$ cat config.mk
export PLATFORM = sky130hd
export DESIGN_NAME = trap_entry_seq
export DESIGN_NICKNAME = d
export VERILOG_FILES = /design/src/rtl/trap_entry_pkg.sv /design/src/rtl/trap_status_builder.sv /design/src/rtl/trap_link_calc.sv /design/src/rtl/trap_ctxptr_update.sv /design/src/rtl/trap_entry_seq.sv
export SDC_FILE = /design/constraint.sdc
export NUM_CORES = 1
export LEC_CHECK = 0
export BUFFER_PORTS_ARGS = -buffer_cell sky130_fd_sc_hd__buf_2
export CAP_MARGIN = 20
export CORE_AREA = 2 2 190 239
export DETAILED_ROUTE_END_ITERATION = 16
export DIE_AREA = 0 0 192 241
export GPL_TIMING_DRIVEN = 0
export PLACE_DENSITY = 0.69
export SKIP_CTS_REPAIR_TIMING = 1
export SYNTH_ARGS = -nofsm -noshare
export SYNTH_HDL_FRONTEND = slang
export SYNTH_SLANG_ARGS = --single-unit
$ cat constraint.sdc
create_clock -name clk -period 6.6 [get_ports clk]
set_clock_uncertainty 0.15 [all_clocks]
set_input_delay 0.33 -clock clk [delete_from_list [all_inputs] [get_ports clk]]
set_output_delay 0.33 -clock clk [all_outputs]
set_load 0.03 [all_outputs]
$ cat src/rtl/trap_entry_pkg.sv
// Package: shared widths, field positions, trap codes and types for the
// trap entry sequencer. Field positions are fixed by the status-word and
// context-pointer layout consumed by the rest of the core.
package trap_entry_pkg;

    parameter int XLEN      = 32;
    parameter int CLS_W     = 3;
    parameter int TIN_W     = 8;
    parameter int VEC_SHIFT = 5;

    // Status word layout
    parameter int PSW_CDC_LSB = 0;
    parameter int PSW_CDC_W   = 7;
    parameter int PSW_CDE_BIT = 7;
    parameter int PSW_GW_BIT  = 8;
    parameter int PSW_IS_BIT  = 9;
    parameter int PSW_IO_LSB  = 10;
    parameter int PSW_IO_W    = 2;
    parameter int PSW_PRS_LSB = 12;
    parameter int PSW_PRS_W   = 2;
    parameter logic [PSW_IO_W-1:0] IO_SUPERVISOR = 2'b10;

    // Interrupt control and context pointer layout
    parameter int ICR_PRIO_LSB   = 0;
    parameter int ICR_PRIO_W     = 8;
    parameter int ICR_IE_BIT     = 8;
    parameter int PCXI_PIE_BIT   = 23;
    parameter int PCXI_PRIO_LSB  = 24;

    // Trap classes and codes with special handling
    parameter logic [CLS_W-1:0] CLS_CTX_MGMT  = 3'd3;
    parameter logic [CLS_W-1:0] CLS_SYSCALL   = 3'd6;
    parameter logic [TIN_W-1:0] TIN_FREE_LAST = 8'd1;
    parameter logic [TIN_W-1:0] TIN_FREE_NONE = 8'd4;

    localparam int RA_STEP = 4;

    // Snapshot of everything the entry computation depends on
    typedef struct packed {
        logic [CLS_W-1:0] cls;
        logic [TIN_W-1:0] tin;
        logic [XLEN-1:0]  pc;
        logic [XLEN-1:0]  psw;
        logic [XLEN-1:0]  pcxi;
        logic [XLEN-1:0]  icr;
        logic [XLEN-1:0]  isp;
        logic [XLEN-1:0]  sp;
        logic [XLEN-1:0]  btv;
        logic [XLEN-1:0]  fcd_pc;
    } trap_snap_t;

    typedef enum logic {
        ST_IDLE = 1'b0,
        ST_SAVE = 1'b1
    } seq_state_t;

endpackage

$ cat src/rtl/trap_status_builder.sv
// Module: trap_status_builder
// Builds the handler-entry status word field by field and selects the
// stack pointer from the interrupt-stack bit of the incoming status word.
// Assumes the field layout given in trap_entry_pkg. Purely combinational.
module trap_status_builder
    import trap_entry_pkg::*;
(
    input  trap_snap_t       snap,
    output logic [XLEN-1:0]  psw_out,
    output logic [XLEN-1:0]  sp_out
);

    // Force supervisor entry fields, keep all other bits
    always_comb begin
        psw_out = snap.psw;
        psw_out[PSW_IS_BIT] = 1'b1;
        psw_out[PSW_IO_LSB +: PSW_IO_W] = IO_SUPERVISOR;
        psw_out[PSW_PRS_LSB +: PSW_PRS_W] = '0;
        psw_out[PSW_CDC_LSB +: PSW_CDC_W] = '0;
        psw_out[PSW_CDE_BIT] = 1'b1;
        psw_out[PSW_GW_BIT] = 1'b0;
    end

    // Switch to the interrupt stack only if it was not already in use
    always_comb begin
        sp_out = snap.psw[PSW_IS_BIT] ? snap.sp : snap.isp;
    end

endmodule

$ cat src/rtl/trap_link_calc.sv
// Module: trap_link_calc
// Decides whether an upper-context save is needed, chooses the return
// address by trap kind, forms the vector address and the D15 value.
// Assumes class/code constants from trap_entry_pkg. Purely combinational.
module trap_link_calc
    import trap_entry_pkg::*;
(
    input  trap_snap_t       snap,
    output logic             save_needed,
    output logic             fcd_hit,
    output logic [XLEN-1:0]  ra_out,
    output logic [XLEN-1:0]  vec_out,
    output logic [XLEN-1:0]  d15_out
);

    logic is_ctx;

    // Identify the special trap kinds
    always_comb begin
        is_ctx      = (snap.cls == CLS_CTX_MGMT);
        save_needed = !(is_ctx && (snap.tin == TIN_FREE_NONE));
        fcd_hit     = is_ctx && (snap.tin == TIN_FREE_LAST);
    end

    // Return address selection, depletion case has priority over syscall
    always_comb begin
        if (fcd_hit) begin
            ra_out = snap.fcd_pc;
        end else if (snap.cls == CLS_SYSCALL) begin
            ra_out = snap.pc + XLEN'(RA_STEP);
        end else begin
            ra_out = snap.pc;
        end
    end

    // Handler vector and trap code register value
    always_comb begin
        vec_out = snap.btv | (XLEN'(snap.cls) << VEC_SHIFT);
        d15_out = XLEN'(snap.tin);
    end

endmodule

$ cat src/rtl/trap_ctxptr_update.sv
// Module: trap_ctxptr_update
// Copies the interrupt enable and current priority from the interrupt
// control word into the previous-context pointer; other bits are kept.
// Assumes PCXI_PRIO field reaches the top bit. Purely combinational.
module trap_ctxptr_update
    import trap_entry_pkg::*;
(
    input  trap_snap_t       snap,
    output logic [XLEN-1:0]  pcxi_out
);

    // Save old enable and priority into the context pointer
    always_comb begin
        pcxi_out = snap.pcxi;
        pcxi_out[PCXI_PIE_BIT] = snap.icr[ICR_IE_BIT];
        pcxi_out[PCXI_PRIO_LSB +: ICR_PRIO_W] = snap.icr[ICR_PRIO_LSB +: ICR_PRIO_W];
    end

endmodule

$ cat src/rtl/trap_entry_seq.sv
// Module: trap_entry_seq (top)
// Accepts a trap request when idle, snapshots the core state, requests an
// upper-context save when one is allowed, and loads the handler-entry
// state either at the request edge (no save) or at the edge that samples
// the save acknowledge. Assumes save_ack is only meaningful while save_req
// is high. Synchronous active-low reset.
module trap_entry_seq
    import trap_entry_pkg::*;
(
    input  logic             clk,
    input  logic             rst_n,
    input  logic             trap_req,
    input  logic [2:0]       trap_class,
    input  logic [7:0]       trap_tin,
    input  logic [31:0]      cur_pc,
    input  logic [31:0]      cur_psw,
    input  logic [31:0]      cur_pcxi,
    input  logic [31:0]      cur_icr,
    input  logic [31:0]      cur_isp,
    input  logic [31:0]      cur_sp,
    input  logic [31:0]      cur_btv,
    input  logic [31:0]      fcd_pc,
    input  logic             save_ack,
    output logic             save_req,
    output logic             busy,
    output logic             done,
    output logic [31:0]      new_pc,
    output logic [31:0]      new_psw,
    output logic [31:0]      new_sp,
    output logic [31:0]      new_ra,
    output logic [31:0]      new_d15,
    output logic [31:0]      new_pcxi,
    output logic             fcd_flag_set
);

    seq_state_t       state_q;
    trap_snap_t       live_snap;
    trap_snap_t       held_snap;
    trap_snap_t       work_snap;
    logic             accept;
    logic             finish;
    logic             save_needed;
    logic             fcd_hit;
    logic [XLEN-1:0]  psw_c, sp_c, ra_c, vec_c, d15_c, pcxi_c;

    // Gather the live inputs into one snapshot
    always_comb begin
        live_snap.cls    = trap_class;
        live_snap.tin    = trap_tin;
        live_snap.pc     = cur_pc;
        live_snap.psw    = cur_psw;
        live_snap.pcxi   = cur_pcxi;
        live_snap.icr    = cur_icr;
        live_snap.isp    = cur_isp;
        live_snap.sp     = cur_sp;
        live_snap.btv    = cur_btv;
        live_snap.fcd_pc = fcd_pc;
    end

    // Use live inputs at acceptance, the held snapshot while saving
    always_comb begin
        work_snap = (state_q == ST_IDLE) ? live_snap : held_snap;
    end

    trap_status_builder u_status (
        .snap    (work_snap),
        .psw_out (psw_c),
        .sp_out  (sp_c)
    );

    trap_link_calc u_link (
        .snap        (work_snap),
        .save_needed (save_needed),
        .fcd_hit     (fcd_hit),
        .ra_out      (ra_c),
        .vec_out     (vec_c),
        .d15_out     (d15_c)
    );

    trap_ctxptr_update u_ctxptr (
        .snap     (work_snap),
        .pcxi_out (pcxi_c)
    );

    // Acceptance and completion conditions
    always_comb begin
        accept = trap_req && (state_q == ST_IDLE);
        finish = (accept && !save_needed) || ((state_q == ST_SAVE) && save_ack);
    end

    // Handshake and busy indication
    always_comb begin
        save_req = (state_q == ST_SAVE);
        busy     = (state_q == ST_SAVE);
    end

    // Sequencer state and request snapshot
    always_ff @(posedge clk) begin
        if (!rst_n) begin
            state_q   <= ST_IDLE;
            held_snap <= '0;
        end else begin
            if (accept) begin
                held_snap <= live_snap;
                if (save_needed) begin
                    state_q <= ST_SAVE;
                end
            end else if ((state_q == ST_SAVE) && save_ack) begin
                state_q <= ST_IDLE;
            end
        end
    end

    // Load the handler-entry state and the completion pulses
    always_ff @(posedge clk) begin
        if (!rst_n) begin
            new_pc       <= '0;
            new_psw      <= '0;
            new_sp       <= '0;
            new_ra       <= '0;
            new_d15      <= '0;
            new_pcxi     <= '0;
            done         <= 1'b0;
            fcd_flag_set <= 1'b0;
        end else begin
            done         <= finish;
            fcd_flag_set <= finish && fcd_hit;
            if (finish) begin
                new_pc   <= vec_c;
                new_psw  <= psw_c;
                new_sp   <= sp_c;
                new_ra   <= ra_c;
                new_d15  <= d15_c;
                new_pcxi <= pcxi_c;
            end
        end
    end

endmodule

# Word level (Yosys, flattened, before mapping)
# Index checks and enable logic that the tools add are counted.
[classes]
addsub = 1
n_eq_ne = 5
muxes = 7
n_bitwise = 2
reduce_logical = 9
[ops]
columns = ["op", "count"]
rows = [
  ["267-bit two-way mux", 1],
  ["32-bit two-way mux", 3],
  ["32-bit by 3-bit adder with 32-bit output, second input constant", 1],
  ["32-bit by 8-bit OR with 32-bit output", 1],
  ["8-bit by 1-bit == test with 1-bit output, second input constant", 1],
  ["8-bit by 3-bit == test with 1-bit output, second input constant", 1],
  ["1-bit logical AND", 6],
  ["3-bit by 2-bit == test with 1-bit output, second input constant", 1],
  ["3-bit == test, second input constant", 1],
  ["1-bit two-way mux", 3],
  ["2-bit != test, second input constant", 1],
  ["2-bit AND reduction", 1],
  ["2-bit nonzero test", 1],
  ["1-bit logical OR", 1],
  ["1-bit inverter", 1],
]
[totals]
regBits = 427
input_bits = 271
output_inout_bits = 196
elab_cells = 43

# Logic depth before layout (Yosys ltp)
# Gate-level depths: netlist (run 1).
[logic_depth]
word_depth = 6
depth_mapped = 11
ltp_nobuf = 7

# Hierarchy
# From an unflattened synthesis (run 1), not the netlist that was laid out.
[hier_totals]
cells_unflattened = 2681
area_unflattened_um2 = 23397.4
[modules_own_cells]
columns = ["mod", "instances", "cells_each", "area_per_inst_um2", "seq_area_each_um2"]
rows = [
  ["trap_entry_seq", 1, 2345, 20792.4, 9248.9],
  ["trap_link_calc", 1, 234, 1572.8, 0.0],
  ["trap_status_builder", 1, 70, 792.0, 0.0],
  ["trap_ctxptr_update", 1, 32, 240.2, 0.0],
]

# Least setup slack after synthesis (run 1)
# Ideal clock, no wire load.
[synth_path]
path_type = "register to register"
startpoint = "reg state_q, in the netlist busy"
endpoint = "reg new_ra[26]"
setup_time_ps = 120
t_arrival_ps = 2697
path_slack_ps = 3632
path_stages_with_launch = 12
n_path_buf = 4
cell_sequence = "dfxtp_1 > buf_6 > buf_6 > buf_2 > buf_2 > mux2_2 > ha_1 > a21boi_2 > nand3_1 > or4_1 > a21oi_1 > o21ai_1"
[synth_via]
elab_chain_len = 5
elab_cells_between_ends = 15
[synth_lines]
columns = ["item", "line", "text"]
rows = [
  ["start: declaration", "trap_entry_seq.sv:36", "seq_state_t state_q;"],
  ["start signal: assignment", "trap_entry_seq.sv:100", "state_q <= ST_IDLE;"],
  ["start signal: assignment", "trap_entry_seq.sv:106", "state_q <= ST_SAVE;"],
  ["start signal: assignment", "trap_entry_seq.sv:109", "state_q <= ST_IDLE;"],
  ["parallel branches: the longest is 5 deep, another holds 32-bit by 3-bit adder with 32-bit output", "-", ""],
  ["end signal: assignment", "trap_entry_seq.sv:132", "new_ra <= ra_c;"],
  ["end: declaration", "trap_entry_seq.sv:30", "output logic [31:0] new_ra,"],
]
# Parallel ways; which one is timed is not known.
# A chain may end at the register's enable or synchronous reset.

# Worst setup path after layout (run 1)
# Ends and elaborated chain as after synthesis.

==> tab_implementation.tex, run 1 <==
\begin{tabular}{lr}
\hline
Metric & Value \\
\hline
\multicolumn{2}{l}{\textbf{Status}} \\
Status & completed \\
\multicolumn{2}{l}{\textbf{Cells and area}} \\
Net count, final & 3,058 \\
Core utilization of the finished layout & a little over half \\
Area growth from synthesis to layout & 37.4\% \\
Total area of multi-input combinational cells & 8540 sq um \\
Fill cell total of the finished layout & just over 4,000 \\
Share of layout cells above drive strength 1 & around 20\% \\
Sequential cell area in the final layout & between 7000 and 8000 sq um \\
\multicolumn{2}{l}{\textbf{Detailed routing}} \\
Routed len/inst & between 15 and 20 um \\
Final routed wirelength across all metal layers & 66,400 um \\
Count of routing violations after the opening detailed-route iteration & between 1,000 and 1,500 \\
Count of antenna-violating nets left after detailed routing & 0 \\
Via-per-instance ratio & between 5 and 6 \\
Via Count & roughly 18,000 \\
Drt drc & 0 \\
Length of the first detailed-routing pass in iterations & 7 \\
\multicolumn{2}{l}{\textbf{Synthesis}} \\
Ranking of synthesized cells by instance count & 552 x sky130\_fd\_sc\_hd\_\_nand2\_1, 380 x sky130\_fd\_sc\_hd\_\_dfxtp\_1, 324 x sky130\_fd\_sc\_hd\_\_a21oi\_1 \\
Number of storage elements in the synthesis netlist & 380 \\
Yosys warning count & 0 \\
Avg Synthesized Cell Area & a little over 8 sq um \\
Share of the synthesized area in the top cell type & between 40\% and 50\% \\
Share of async-settable or async-resettable flops after synthesis & 0\% \\
Area of the mapped netlist & about 17,000 sq um \\
Top post-synthesis cells by area & sky130\_fd\_sc\_hd\_\_dfxtp\_1 45\%, sky130\_fd\_sc\_hd\_\_nand2\_1 12\%, sky130\_fd\_sc\_hd\_\_mux2i\_1 9.8\%, sky130\_fd\_sc\_hd\_\_a21oi\_1 9.5\%, sky130\_fd\_sc\_hd\_\_a211oi\_1 5.6\% \\
Sequential cell area fraction in the yosys report & around 45\% \\
Cell taking the most area after synthesis & sky130\_fd\_sc\_hd\_\_dfxtp\_1 \\
Most frequent cell after synthesis & sky130\_fd\_sc\_hd\_\_nand2\_1 \\
Most used flip-flop cell after synthesis & sky130\_fd\_sc\_hd\_\_dfxtp\_1 \\
Synthesized instance count & approximately 2,100 \\
Library cells used by synthesis & 62 \\
Count of flip-flops with a built-in enable after synthesis & 0 \\
\multicolumn{2}{l}{\textbf{Placement}} \\
Post-DP HPWL & slightly below 50,000 um \\
Placer's final routability congestion estimate & 0.934 \\
Port Buffers & about 380 \\
\multicolumn{2}{l}{\textbf{Clocking}} \\
Num Clock Sinks & 380 \\
Root Buffer Master & sky130\_fd\_sc\_hd\_\_clkbuf\_16 \\
Clock tree from TritonCTS & built \\
Clock buffer count from CTS & a little over 40 \\
Clock-pin slew on the worst setup and hold paths & about 0.06 ns \\
Clock buffer depth & 3 \\
H-tree lvl count & 2 \\
Clk\_lat worst skew & around 0.55 ns \\
\multicolumn{2}{l}{\textbf{Timing}} \\
Min Hold Slack & around 0.14 ns \\
Relative slew slack & between 30\% and 40\% \\
Final setup vio count & 0 \\
Maximum operating frequency & roughly 0.28 GHz \\
Period utilisation layout & between 50\% and 60\% \\
Post-layout minimum cycle time & approximately 3.6 ns \\
Pins Over Slew Limit & 0 \\
Setup tns final & 0 ns \\
Worst-margin pin slew & between 0.9 and 1 ns \\
RSZ-0062 raised after global routing & false \\
Hold Vio Cnt, Final & 0 \\
\multicolumn{2}{l}{\textbf{Floorplanning}} \\
Count of standard-cell rows & 86 \\
Starting Density & between 30\% and 40\% \\
Count of boundary I/O pins & about 470 \\
Vert. Die Dim & between 200 and 250 um \\
Floorplan core area & between 40,000 and 50,000 sq um \\
Full die area & around 46,000 sq um \\
Horizontal extent of the die & around 190 um \\
\multicolumn{2}{l}{\textbf{Setup path}} \\
Kind of launch point of the worst setup path & register \\
Setup CP Type & register to register \\
WP data arrival & 3.86 ns \\
Critical-path cell with the highest stage delay & sky130\_fd\_sc\_hd\_\_or4\_1 \\
Largest delay share family, worst path & buffers and inverters \\
List of cells traversed by the critical path & buf\_6, buf\_6, buf\_2, buf\_2, mux2\_2, ha\_1, a21boi\_2, nand3\_1, or4\_1, a21oi\_1, o21ai\_1 \\
Buffers \& Inverters on Critical Path & 4 \\
Delay of the slowest cell on the worst path & around 0.56 ns \\
Worst Path Required & about 6.9 ns \\
Largest fanout on the critical path & 10 \\
Sort of element at the end of the critical path & register \\
\multicolumn{2}{l}{\textbf{Power and ir drop}} \\
Pwr Total & 0.00589 W \\
Worst VDD drop & 0.203 mV \\
P\_leak & between 9 and 10 nW \\
Cell Pwr Density & between 200 and 300 nW/um\^{}2 \\
\multicolumn{2}{l}{\textbf{GRT}} \\
Number of antenna violations at the first check in global routing & 8 \\
Total congestion overflow & 0 \\
Wire length of the first global-routing pass & approximately 92,000 um \\
Via count of the first global-routing pass & $\sim$16,000 \\
Total routing usage reported by global routing & between 20\% and 30\% \\
Maximum number of pins on one net before global-route repair & 15 \\
\multicolumn{2}{l}{\textbf{Hold path}} \\
Worst hold-check path type & input pin to register \\
\multicolumn{2}{l}{\textbf{Job}} \\
Max-cap check violation count & 0 \\
\hline
\end{tabular}
## final timing paths
check / from / end / slack (ns) / cells after the start
worst max-delay path: busy$_SDFFE_PN0P_ / new_ra[26]$_SDFFE_PN0P_ / 3.02 / 11
worst min-delay path: rst_n / new_ra[26]$_SDFFE_PN0P_ / 0.14 / 3
worst max register to register: busy$_SDFFE_PN0P_ / new_ra[26]$_SDFFE_PN0P_ / 3.02 / 11
worst min register to register: new_sp[10]$_SDFFE_PN0P_ / new_sp[10]$_SDFFE_PN0P_ / 0.30 / 2
## logic make-up (layout without fill, tap and decap cells)
family | after synthesis | after routing | share of synthesized area (%)
DFF | 380 | 380 | 44.6
xor gates and xnor gates | 24 | 24 | 1.23
AOI/OAI and AO/OA | 520 | 520 | 18.1
other | 1 | 38 | 0.0220
adders and majority gates | 1 | 1 | 0.0734
muxes | 175 | 175 | 10.5
and+or+nand+nor | 791 | 791 | 19.5
buffers and inverters | 211 | 890 | 5.99
## layout make-up
type                       instances  share of cell area (%)
buffer                           208                    4.31
clock inverter                    15                   0.604
multi-input combinational       1546                    36.5
timing repair buffer             606                    17.7
inverter                           3                  0.0481
sequential                       380                    32.5
antenna                            3                  0.0321
tap                              572                    3.06
clock buffer                      58                    5.26
## layer usage
layer  global-route usage [%]  wire (um)
met1                     30.3      25500
met2                     46.3      33300
met3                     5.18       4670
met4                     12.5       2970
met5                        0         43
## placed cells by master (no fill, tap or decap), types with 6 or more instances in the layout
master,count
sky130_fd_sc_hd__o22ai_1,6
sky130_fd_sc_hd__xor2_1,17
sky130_fd_sc_hd__nor2_1,117
sky130_fd_sc_hd__nor3_1,10
sky130_fd_sc_hd__buf_1,7
sky130_fd_sc_hd__nand2_1,552
sky130_fd_sc_hd__nand3b_1,6
sky130_fd_sc_hd__nor2b_1,34
sky130_fd_sc_hd__a211oi_1,127
sky130_fd_sc_hd__buf_4,40
sky130_fd_sc_hd__mux2_2,6
sky130_fd_sc_hd__buf_2,429
sky130_fd_sc_hd__mux2i_1,167
sky130_fd_sc_hd__clkbuf_8,10
sky130_fd_sc_hd__nand2b_1,8
sky130_fd_sc_hd__a21oi_1,324
sky130_fd_sc_hd__dfxtp_1,380
sky130_fd_sc_hd__conb_1,35
sky130_fd_sc_hd__dlygate4sd3_1,222
sky130_fd_sc_hd__clkinv_2,8
sky130_fd_sc_hd__clkbuf_16,43
sky130_fd_sc_hd__nand3_1,29
sky130_fd_sc_hd__clkbuf_1,118
sky130_fd_sc_hd__nand4_1,11
sky130_fd_sc_hd__o21ai_0,24
sky130_fd_sc_hd__o211ai_1,7
sky130_fd_sc_hd__xnor2_1,7
## worst reg2reg max path: cells and delay by family, from the launching register on
kind / cells / cell delay, ns
AO/OA/AOI/OAI: 3 / 0.65
adder cells (fa/ha/maj): 1 / 0.16
buffers and inverters: 4 / 0.92
flip-flops: 1 / 0.50
multiplexers: 1 / 0.22
AND/OR/NAND/NOR: 2 / 0.88
## power by group
group,total [W],internal (W),switching (W)
logic,0.00104,0.000396,0.000640
registers,0.00250,0.00242,0.0000782
clock network,0.00235,0.00138,0.000970
## state kept, by name, indices dropped and copies added, names as in the netlist
signal	cells
new_ra	32
done	1
held_snap	222
busy	1
new_psw	19
fcd_flag_set	1
new_d15	8
new_sp	32
new_pc	32
new_pcxi	32
## through the flow
step                instances  setup slack [ns]  area, sq um
finish                   3391              3.02        23400
global route             3390              2.80        23400
CTS                      3166              3.06        21200
detailed placement       3093              3.08        19800
global placement         3093              3.08        19800
floorplan                2137              3.63        17200
(Power assumes the default switching activity.)
==> run 2: changes to the inputs <==
ABC_AREA = 1   (was default)
CORE_AREA = 2 2 192 241   (was 2 2 190 239)
DIE_AREA = 0 0 194 243   (was 0 0 192 241)
PLACE_DENSITY = 0.71   (was 0.69)
clock period = 2.99 ns   (was 6.6 ns; I/O delays follow)
==> tab_implementation.tex, run 2 <==
\begin{tabular}{lr}
\hline
Metric & Value \\
\hline
\multicolumn{2}{l}{\textbf{Job}} \\
Max-cap check violation count & 0 \\
\multicolumn{2}{l}{\textbf{Cells and area}} \\
Most flop-heavy register & held\_snap \\
Most frequent cells in the layout & 591 x sky130\_fd\_sc\_hd\_\_nand2\_1, 422 x sky130\_fd\_sc\_hd\_\_buf\_2, 379 x sky130\_fd\_sc\_hd\_\_dfxtp\_1 \\
Flip-flop count of the largest register after layout & roughly 220 \\
Fill cell total of the finished layout & around 4,200 \\
Area growth from synthesis to layout & 37.0\% \\
Share of layout cells above drive strength 1 & 20.0\% \\
Most common cell after layout, fill and taps aside & sky130\_fd\_sc\_hd\_\_nand2\_1 \\
Net count, final & between 3,000 and 4,000 \\
\multicolumn{2}{l}{\textbf{Floorplanning}} \\
Full die area & 47,100 sq um \\
Count of boundary I/O pins & roughly 470 \\
Count of standard-cell rows & just under 90 \\
Starting Density & approximately two fifths \\
Floorplan core area & between 40,000 and 50,000 sq um \\
Horizontal extent of the die & between 150 and 200 um \\
Vert. Die Dim & 243 um \\
\multicolumn{2}{l}{\textbf{Clocking}} \\
Clock tree from TritonCTS & built \\
H-tree lvl count & 2 \\
Clock buffer count from CTS & 40 \\
Clk\_lat worst skew & about 0.55 ns \\
Num Clock Sinks & 380 \\
Clock-pin slew on the worst setup and hold paths & roughly 0.070 ns \\
Clock buffer depth & 3 \\
Root Buffer Master & sky130\_fd\_sc\_hd\_\_clkbuf\_16 \\
\multicolumn{2}{l}{\textbf{Placement}} \\
Port Buffers & between 300 and 400 \\
Post-DP HPWL & just over 50,000 um \\
Placer's final routability congestion estimate & around 0.90 \\
\multicolumn{2}{l}{\textbf{Power and ir drop}} \\
Worst VDD drop & 0.424 mV \\
P\_leak & roughly 11 nW \\
Cell Pwr Density & between 500 and 600 nW/um\^{}2 \\
Pwr Total & about 0.013 W \\
\multicolumn{2}{l}{\textbf{Timing}} \\
Worst-margin pin slew & 0.903 ns \\
Relative slew slack & 39.8\% \\
Post-layout minimum cycle time & slightly below 3 ns \\
Pins Over Slew Limit & 0 \\
Maximum operating frequency & approximately 0.34 GHz \\
Min Hold Slack & 0.0863 ns \\
Period utilisation layout & 98.3\% \\
Hold Vio Cnt, Final & 0 \\
Final setup vio count & 0 \\
\multicolumn{2}{l}{\textbf{Setup path}} \\
Largest fanout on the critical path & 10 \\
Worst Path Required & 3.32 ns \\
Crit path launch & busy\$\_SDFFE\_PN0P\_ \\
Setup CP Type & register to register \\
Most prevalent standard cell on the critical path & sky130\_fd\_sc\_hd\_\_clkbuf\_1 \\
Delay of the slowest cell on the worst path & a little over 0.7 ns \\
Kind of launch point of the worst setup path & register \\
Startpoint of the worst register-to-register path & busy\$\_SDFFE\_PN0P\_ \\
List of cells traversed by the critical path & buf\_6, buf\_12, nor2\_1, clkbuf\_1, clkbuf\_1, nand2\_1, a21oi\_1 \\
Critical-path cell with the highest stage delay & sky130\_fd\_sc\_hd\_\_clkbuf\_1 \\
Sort of element at the end of the critical path & register \\
WP data arrival & 3.26 ns \\
\multicolumn{2}{l}{\textbf{Synthesis}} \\
Share of async-settable or async-resettable flops after synthesis & 0\% \\
Number of storage elements in the synthesis netlist & between 300 and 400 \\
Ranking of synthesized cells by instance count & 591 x sky130\_fd\_sc\_hd\_\_nand2\_1, 380 x sky130\_fd\_sc\_hd\_\_dfxtp\_1, 283 x sky130\_fd\_sc\_hd\_\_o21ai\_0 \\
Count of flip-flops with a built-in enable after synthesis & 0 \\
Most frequent cell after synthesis & sky130\_fd\_sc\_hd\_\_nand2\_1 \\
Share of the synthesized area in the top cell type & 44.0\% \\
Library cells used by synthesis & 44 \\
Avg Synthesized Cell Area & 7.37 sq um \\
Area of the mapped netlist & 17,300 sq um \\
Sequential cell area fraction in the yosys report & roughly 44\% \\
Top post-synthesis cells by area & sky130\_fd\_sc\_hd\_\_dfxtp\_1 44\%, sky130\_fd\_sc\_hd\_\_nand2\_1 13\%, sky130\_fd\_sc\_hd\_\_o21ai\_0 8.2\%, sky130\_fd\_sc\_hd\_\_a21oi\_1 4.3\%, sky130\_fd\_sc\_hd\_\_a211oi\_1 4.0\% \\
Cell taking the most area after synthesis & sky130\_fd\_sc\_hd\_\_dfxtp\_1 \\
Most used flip-flop cell after synthesis & sky130\_fd\_sc\_hd\_\_dfxtp\_1 \\
Synthesized instance count & $\sim$2,300 \\
Yosys warning count & 0 \\
\multicolumn{2}{l}{\textbf{Detailed routing}} \\
Routed len/inst & approximately 19 um \\
Count of antenna-violating nets left after detailed routing & 0 \\
Amount of wire on met3 after detailed routing & a little under 5000 um \\
Length of the first detailed-routing pass in iterations & 7 \\
Via Count & $\sim$19,000 \\
Via-per-instance ratio & 5.22 \\
DR WL met2 & 34,100 um \\
Final routed wirelength across all metal layers & roughly 70,000 um \\
Met1 routed wirelength after detailed routing & about 26,000 um \\
Drt drc & 0 \\
Highest metal layer with signal wires & met5 \\
Count of routing violations after the opening detailed-route iteration & between 1,000 and 1,500 \\
\multicolumn{2}{l}{\textbf{GRT}} \\
Total routing usage reported by global routing & 26.7\% \\
Number of antenna violations at the first check in global routing & 4 \\
Via count of the first global-routing pass & $\sim$17,000 \\
Maximum number of pins on one net before global-route repair & 15 \\
Wire length of the first global-routing pass & roughly 100,000 um \\
Total congestion overflow & 0 \\
\multicolumn{2}{l}{\textbf{Status}} \\
Status & completed \\
\multicolumn{2}{l}{\textbf{Hold path}} \\
Worst hold-check path type & input pin to register \\
Hold path startpoint & rst\_n \\
\hline
\end{tabular}
## run 2: cell types whose count changed after synthesis, sizes merged, moves of 34 or more
cell    delta
nand2     +54
a31oi     +59
nor2      +63
inv      +176
a211oi    -35
a21oi    -175
o21ai    +293
nor2b     -34
mux2i    -115
## run 2: area by class of cell
class                           count  area (sq um)  share of cell area, %
Sequential cell                   380          7610                   32.1
Clock buffer                       56          1130                   4.77
Buffer                            211          1130                   4.76
Antenna cell                        4          10.0                 0.0422
Clock inverter                     17           233                  0.982
Timing Repair Buffer              609          4160                   17.6
Inverter                          179           672                   2.84
Tap cell                          578           723                   3.05
Multi-Input combinational cell   1610          8020                   33.9
## run 2: report_power, final
part / switching [W] / internal, W
Combinational: 0.00169 / 0.000927
Sequential: 0.000181 / 0.00541
Clock: 0.00214 / 0.00309
## run 2: layer usage
metal	track usage (%)	vias up
li1	-	9069
met1	30.4	8840
met2	46.7	871
met5	0	-
met3	5.96	242
met4	13.6	2
## run 2: through the flow
| step | util [%] | setup WS [ns] | cell area (sq um) | setup TNS, ns | cells |
|---|---|---|---|---|---|
| 4_1_cts | 47.8 | -0.259 | 21400 | -11.27 | 3418 |
| 3_5_place_dp | 44.8 | -0.222 | 20100 | -6.98 | 3345 |
| 3_3_place_gp | 44.8 | -0.172 | 20100 | -4.16 | 3345 |
| 5_1_grt | 52.8 | -0.0430 | 23700 | -0.0519 | 3643 |
| 6_report | 52.8 | 0.0520 | 23700 | 0 | 3644 |
| 2_1_floorplan | - | 0.542 | 17400 | 0 | 2381 |
## run 2: path summary, 6_finish.rpt
check | slack, ns | depth (start not counted) | endpoint
worst max-delay path | 0.05 | 7 | held_snap[182]$_SDFFE_PN0P_
worst min register to register | 0.30 | 2 | new_d15[5]$_SDFFE_PN0P_
worst max register to register | 0.05 | 7 | held_snap[182]$_SDFFE_PN0P_
worst min-delay path | 0.09 | 4 | new_pc[1]$_SDFFE_PN0P_
## run 2: cell families (layout without fill, tap and decap cells)
kind of cell               Yosys count  in the layout  synth area share, %
buffers and inverters              391           1072                 10.4
other                                1             39               0.0217
DFF                                380            380                 44.0
AOI/OAI and AO/OA                  662            662                 21.9
xor gates and xnor gates             8              8                0.405
and+or+nand+nor                    852            852                 20.2
muxes                               52             52                 3.01
adders and majority gates            1              1               0.0723
## run 2: worst max-delay path, delay by kind of cell (launching register included)
kind,cells,cell delay (ns)
AND/OR/NAND/NOR,2,0.59
flip-flops,1,0.39
AO/OA/AOI/OAI,1,0.19
buffers and inverters,4,1.53
==> run 3: changes to the inputs <==
CORE_AREA = 2 2 223 280   (was 2 2 192 241)
DIE_AREA = 0 0 225 282   (was 0 0 194 243)
PLACE_DENSITY = 0.69   (was 0.71)
SYNTH_HIERARCHICAL = 1   (was default)
==> tab_implementation.tex, run 3 <==
\begin{tabular}{lr}
\hline
Metric & Value \\
\hline
\multicolumn{2}{l}{\textbf{GRT}} \\
Maximum number of pins on one net before global-route repair & 14 \\
Via count of the first global-routing pass & roughly 21,000 \\
Wire length of the first global-routing pass & about 120,000 um \\
Number of antenna violations at the first check in global routing & 14 \\
Total routing usage reported by global routing & 24.2\% \\
Total congestion overflow & 0 \\
\multicolumn{2}{l}{\textbf{Setup path}} \\
Sort of element at the end of the critical path & register \\
Register-to-Register Setup Slack & 0.12 ns \\
WP data arrival & 3.19 ns \\
Worst Path Required & around 3.3 ns \\
List of cells traversed by the critical path & inv\_4, buf\_12, buf\_12, buf\_2, nand2\_1, o21ai\_2, nor3\_1, nand2\_1, inv\_1, nand4\_1, inv\_2, nand3\_4, buf\_12, clkbuf\_16, buf\_4, a21oi\_2, nor2\_1 \\
Largest fanout on the critical path & 10 \\
Setup CP Type & register to register \\
Cell count of the worst reg-to-reg path & 17 \\
Largest delay share family, worst path & buffers and inverters \\
Delay of the slowest cell on the worst path & around 0.37 ns \\
Buffers \& Inverters on Critical Path & 9 \\
Worst path depth & 17 \\
Kind of launch point of the worst setup path & register \\
Most prevalent standard cell on the critical path & sky130\_fd\_sc\_hd\_\_buf\_12 \\
Critical-path cell with the highest stage delay & sky130\_fd\_sc\_hd\_\_dfxtp\_4 \\
\multicolumn{2}{l}{\textbf{Floorplanning}} \\
Count of standard-cell rows & approximately 100 \\
Vert. Die Dim & between 200 and 300 um \\
Horizontal extent of the die & 225 um \\
Full die area & roughly 63,000 sq um \\
Floorplan core area & $\sim$61,000 sq um \\
Count of boundary I/O pins & about 470 \\
Starting Density & roughly 35\% \\
\multicolumn{2}{l}{\textbf{Cells and area}} \\
Most flop-heavy register & held\_snap \\
Most frequent cells in the layout & 619 x sky130\_fd\_sc\_hd\_\_nand2\_1, 506 x sky130\_fd\_sc\_hd\_\_buf\_2, 449 x sky130\_fd\_sc\_hd\_\_inv\_1 \\
Share of layout cells above drive strength 1 & between 20\% and 30\% \\
Non-filler instance count after layout & 4,826 \\
Area growth from synthesis to layout & 35.6\% \\
Flip-flop count of the largest register after layout & approximately 220 \\
Fill cell total of the finished layout & roughly 6,000 \\
Most common cell after layout, fill and taps aside & sky130\_fd\_sc\_hd\_\_nand2\_1 \\
Net count, final & between 4,000 and 5,000 \\
\multicolumn{2}{l}{\textbf{Power and ir drop}} \\
P\_leak & 14.2 nW \\
Worst VDD drop & between 0.3 and 0.4 mV \\
Cell Pwr Density & 536 nW/um\^{}2 \\
\multicolumn{2}{l}{\textbf{Placement}} \\
Port Buffers & 420 \\
Placer's final routability congestion estimate & about 0.90 \\
Number of placed instances, taps included & about 4,500 \\
Post-DP HPWL & about 60,000 um \\
\multicolumn{2}{l}{\textbf{Detailed routing}} \\
Count of routing violations after the opening detailed-route iteration & $\sim$1,400 \\
Count of antenna-violating nets left after detailed routing & 0 \\
Routed len/inst & between 15 and 20 um \\
Via-per-instance ratio & $\sim$5 \\
Via Count & $\sim$24,000 \\
Drt drc & 0 \\
Final routed wirelength across all metal layers & roughly 83,000 um \\
Length of the first detailed-routing pass in iterations & 6 \\
\multicolumn{2}{l}{\textbf{Hold path}} \\
Worst hold-check path type & input pin to register \\
Depth of the worst hold-timing path & 4 \\
\multicolumn{2}{l}{\textbf{Timing}} \\
Post-layout minimum cycle time & $\sim$2.9 ns \\
Hold Vio Cnt, Final & 0 \\
RSZ-0062 raised after global routing & true \\
Period utilisation layout & between 90\% and 100\% \\
Min Hold Slack & between 0.04 and 0.05 ns \\
Final setup vio count & 0 \\
Relative slew slack & 31.8\% \\
Pins Over Slew Limit & 0 \\
Maximum operating frequency & between 0.3 and 0.4 GHz \\
Worst-margin pin slew & $\sim$1 ns \\
\multicolumn{2}{l}{\textbf{Clocking}} \\
Num Clock Sinks & 417 \\
Clock buffer count from CTS & 46 \\
Clock buffer depth & 3 \\
Root Buffer Master & sky130\_fd\_sc\_hd\_\_clkbuf\_16 \\
Clock tree from TritonCTS & built \\
Clock-pin slew on the worst setup and hold paths & 0.07 ns \\
H-tree lvl count & 2 \\
Clk\_lat worst skew & 0.59 ns \\
\multicolumn{2}{l}{\textbf{Status}} \\
Status & completed \\
\multicolumn{2}{l}{\textbf{Synthesis}} \\
Synthesized instance count & around 3,300 \\
Area of the mapped netlist & around 21,000 sq um \\
Avg Synthesized Cell Area & 6.56 sq um \\
Yosys warning count & 6 \\
\multicolumn{2}{l}{\textbf{Job}} \\
Max-cap check violation count & 0 \\
\hline
\end{tabular}
-- run 3: cell types whose count changed in the layout (fill, tap and decap cells not counted), moves of 34 or more --
| cell | previous run | this run |
|---|---|---|
| sky130_fd_sc_hd__a31oi_1 | 62 | 0 |
| sky130_fd_sc_hd__buf_2 | 422 | 506 |
| sky130_fd_sc_hd__nor2_1 | 166 | 221 |
| sky130_fd_sc_hd__a211oi_1 | 92 | 0 |
| sky130_fd_sc_hd__o211ai_1 | 34 | 0 |
| sky130_fd_sc_hd__dfxtp_1 | 379 | 416 |
| sky130_fd_sc_hd__nand3_1 | 43 | 238 |
| sky130_fd_sc_hd__mux2i_1 | 52 | 0 |
| sky130_fd_sc_hd__buf_4 | 48 | 156 |
| sky130_fd_sc_hd__o21ai_0 | 283 | 428 |
| sky130_fd_sc_hd__inv_1 | 169 | 449 |
| sky130_fd_sc_hd__a21oi_2 | 0 | 51 |
| sky130_fd_sc_hd__a21oi_1 | 149 | 367 |
-- run 3: layout make-up --
| cell class | count | area (sq um) | share of cell area (%) |
|---|---|---|---|
| antenna | 10 | 25.0 | 0.0859 |
| buffer | 380 | 2310 | 7.93 |
| clock buffer | 62 | 1360 | 4.65 |
| clock inverter | 19 | 255 | 0.877 |
| inverter | 454 | 1710 | 5.89 |
| multi-input combinational | 2055 | 9630 | 33.1 |
| sequential | 417 | 8350 | 28.7 |
| tap | 772 | 966 | 3.32 |
| timing repair buffer | 657 | 4510 | 15.5 |
-- run 3: per-stage QoR --
step	area [sq um]	TNS [ns]	setup WS, ns	utilization (%)	power [W]
detailed placement	24700	-248.57	-1.42	40.8	0.00919
floorplan	21600	0	0.128	-	0.00822
global route	29100	-1.48	-0.0543	48.1	0.0163
global placement	24700	-247.99	-1.41	40.8	0.00915
CTS	26300	-255.31	-1.45	43.4	0.0154
finish	29100	0	0.123	48.1	0.0156
-- run 3: final timing paths --
kind | end | startpoint
worst max-delay path | new_ra[24]$_SDFFE_PN0P_ | busy$_SDFFE_PN0P_
worst min-delay path | held_snap[262]$_SDFFE_PN0N_ | rst_n
worst max register to register | new_ra[24]$_SDFFE_PN0P_ | busy$_SDFFE_PN0P_
worst min register to register | held_snap[177]$_SDFFE_PN0N_ | held_snap[177]$_SDFFE_PN0N_
-- run 3: layer usage --
metal | routed length [um] | global-route usage (%) | vias up
met3 | 5350 | 4.77 | 206
met2 | 40000 | 41.2 | 821
li1 | - | - | 11700
met5 | 51 | 0 | -
met1 | 34700 | 29.7 | 10900
met4 | 3320 | 10.5 | 10
-- run 3: power by group --
part / leakage, nW / internal [W] / switching [W]
clock: 0.800 / 0.00369 / 0.00249
sequential: 3.44 / 0.00598 / 0.000155
combinational: 10.0 / 0.00125 / 0.00204
total: 14.2 / 0.0109 / 0.00469
-- run 3: tightest hold or removal path: stages --
cell and delay, ns:
sky130_fd_sc_hd__buf_2 0.21, sky130_fd_sc_hd__clkbuf_1 0.23, sky130_fd_sc_hd__o21ai_0 0.11, sky130_fd_sc_hd__a21oi_1 0.04
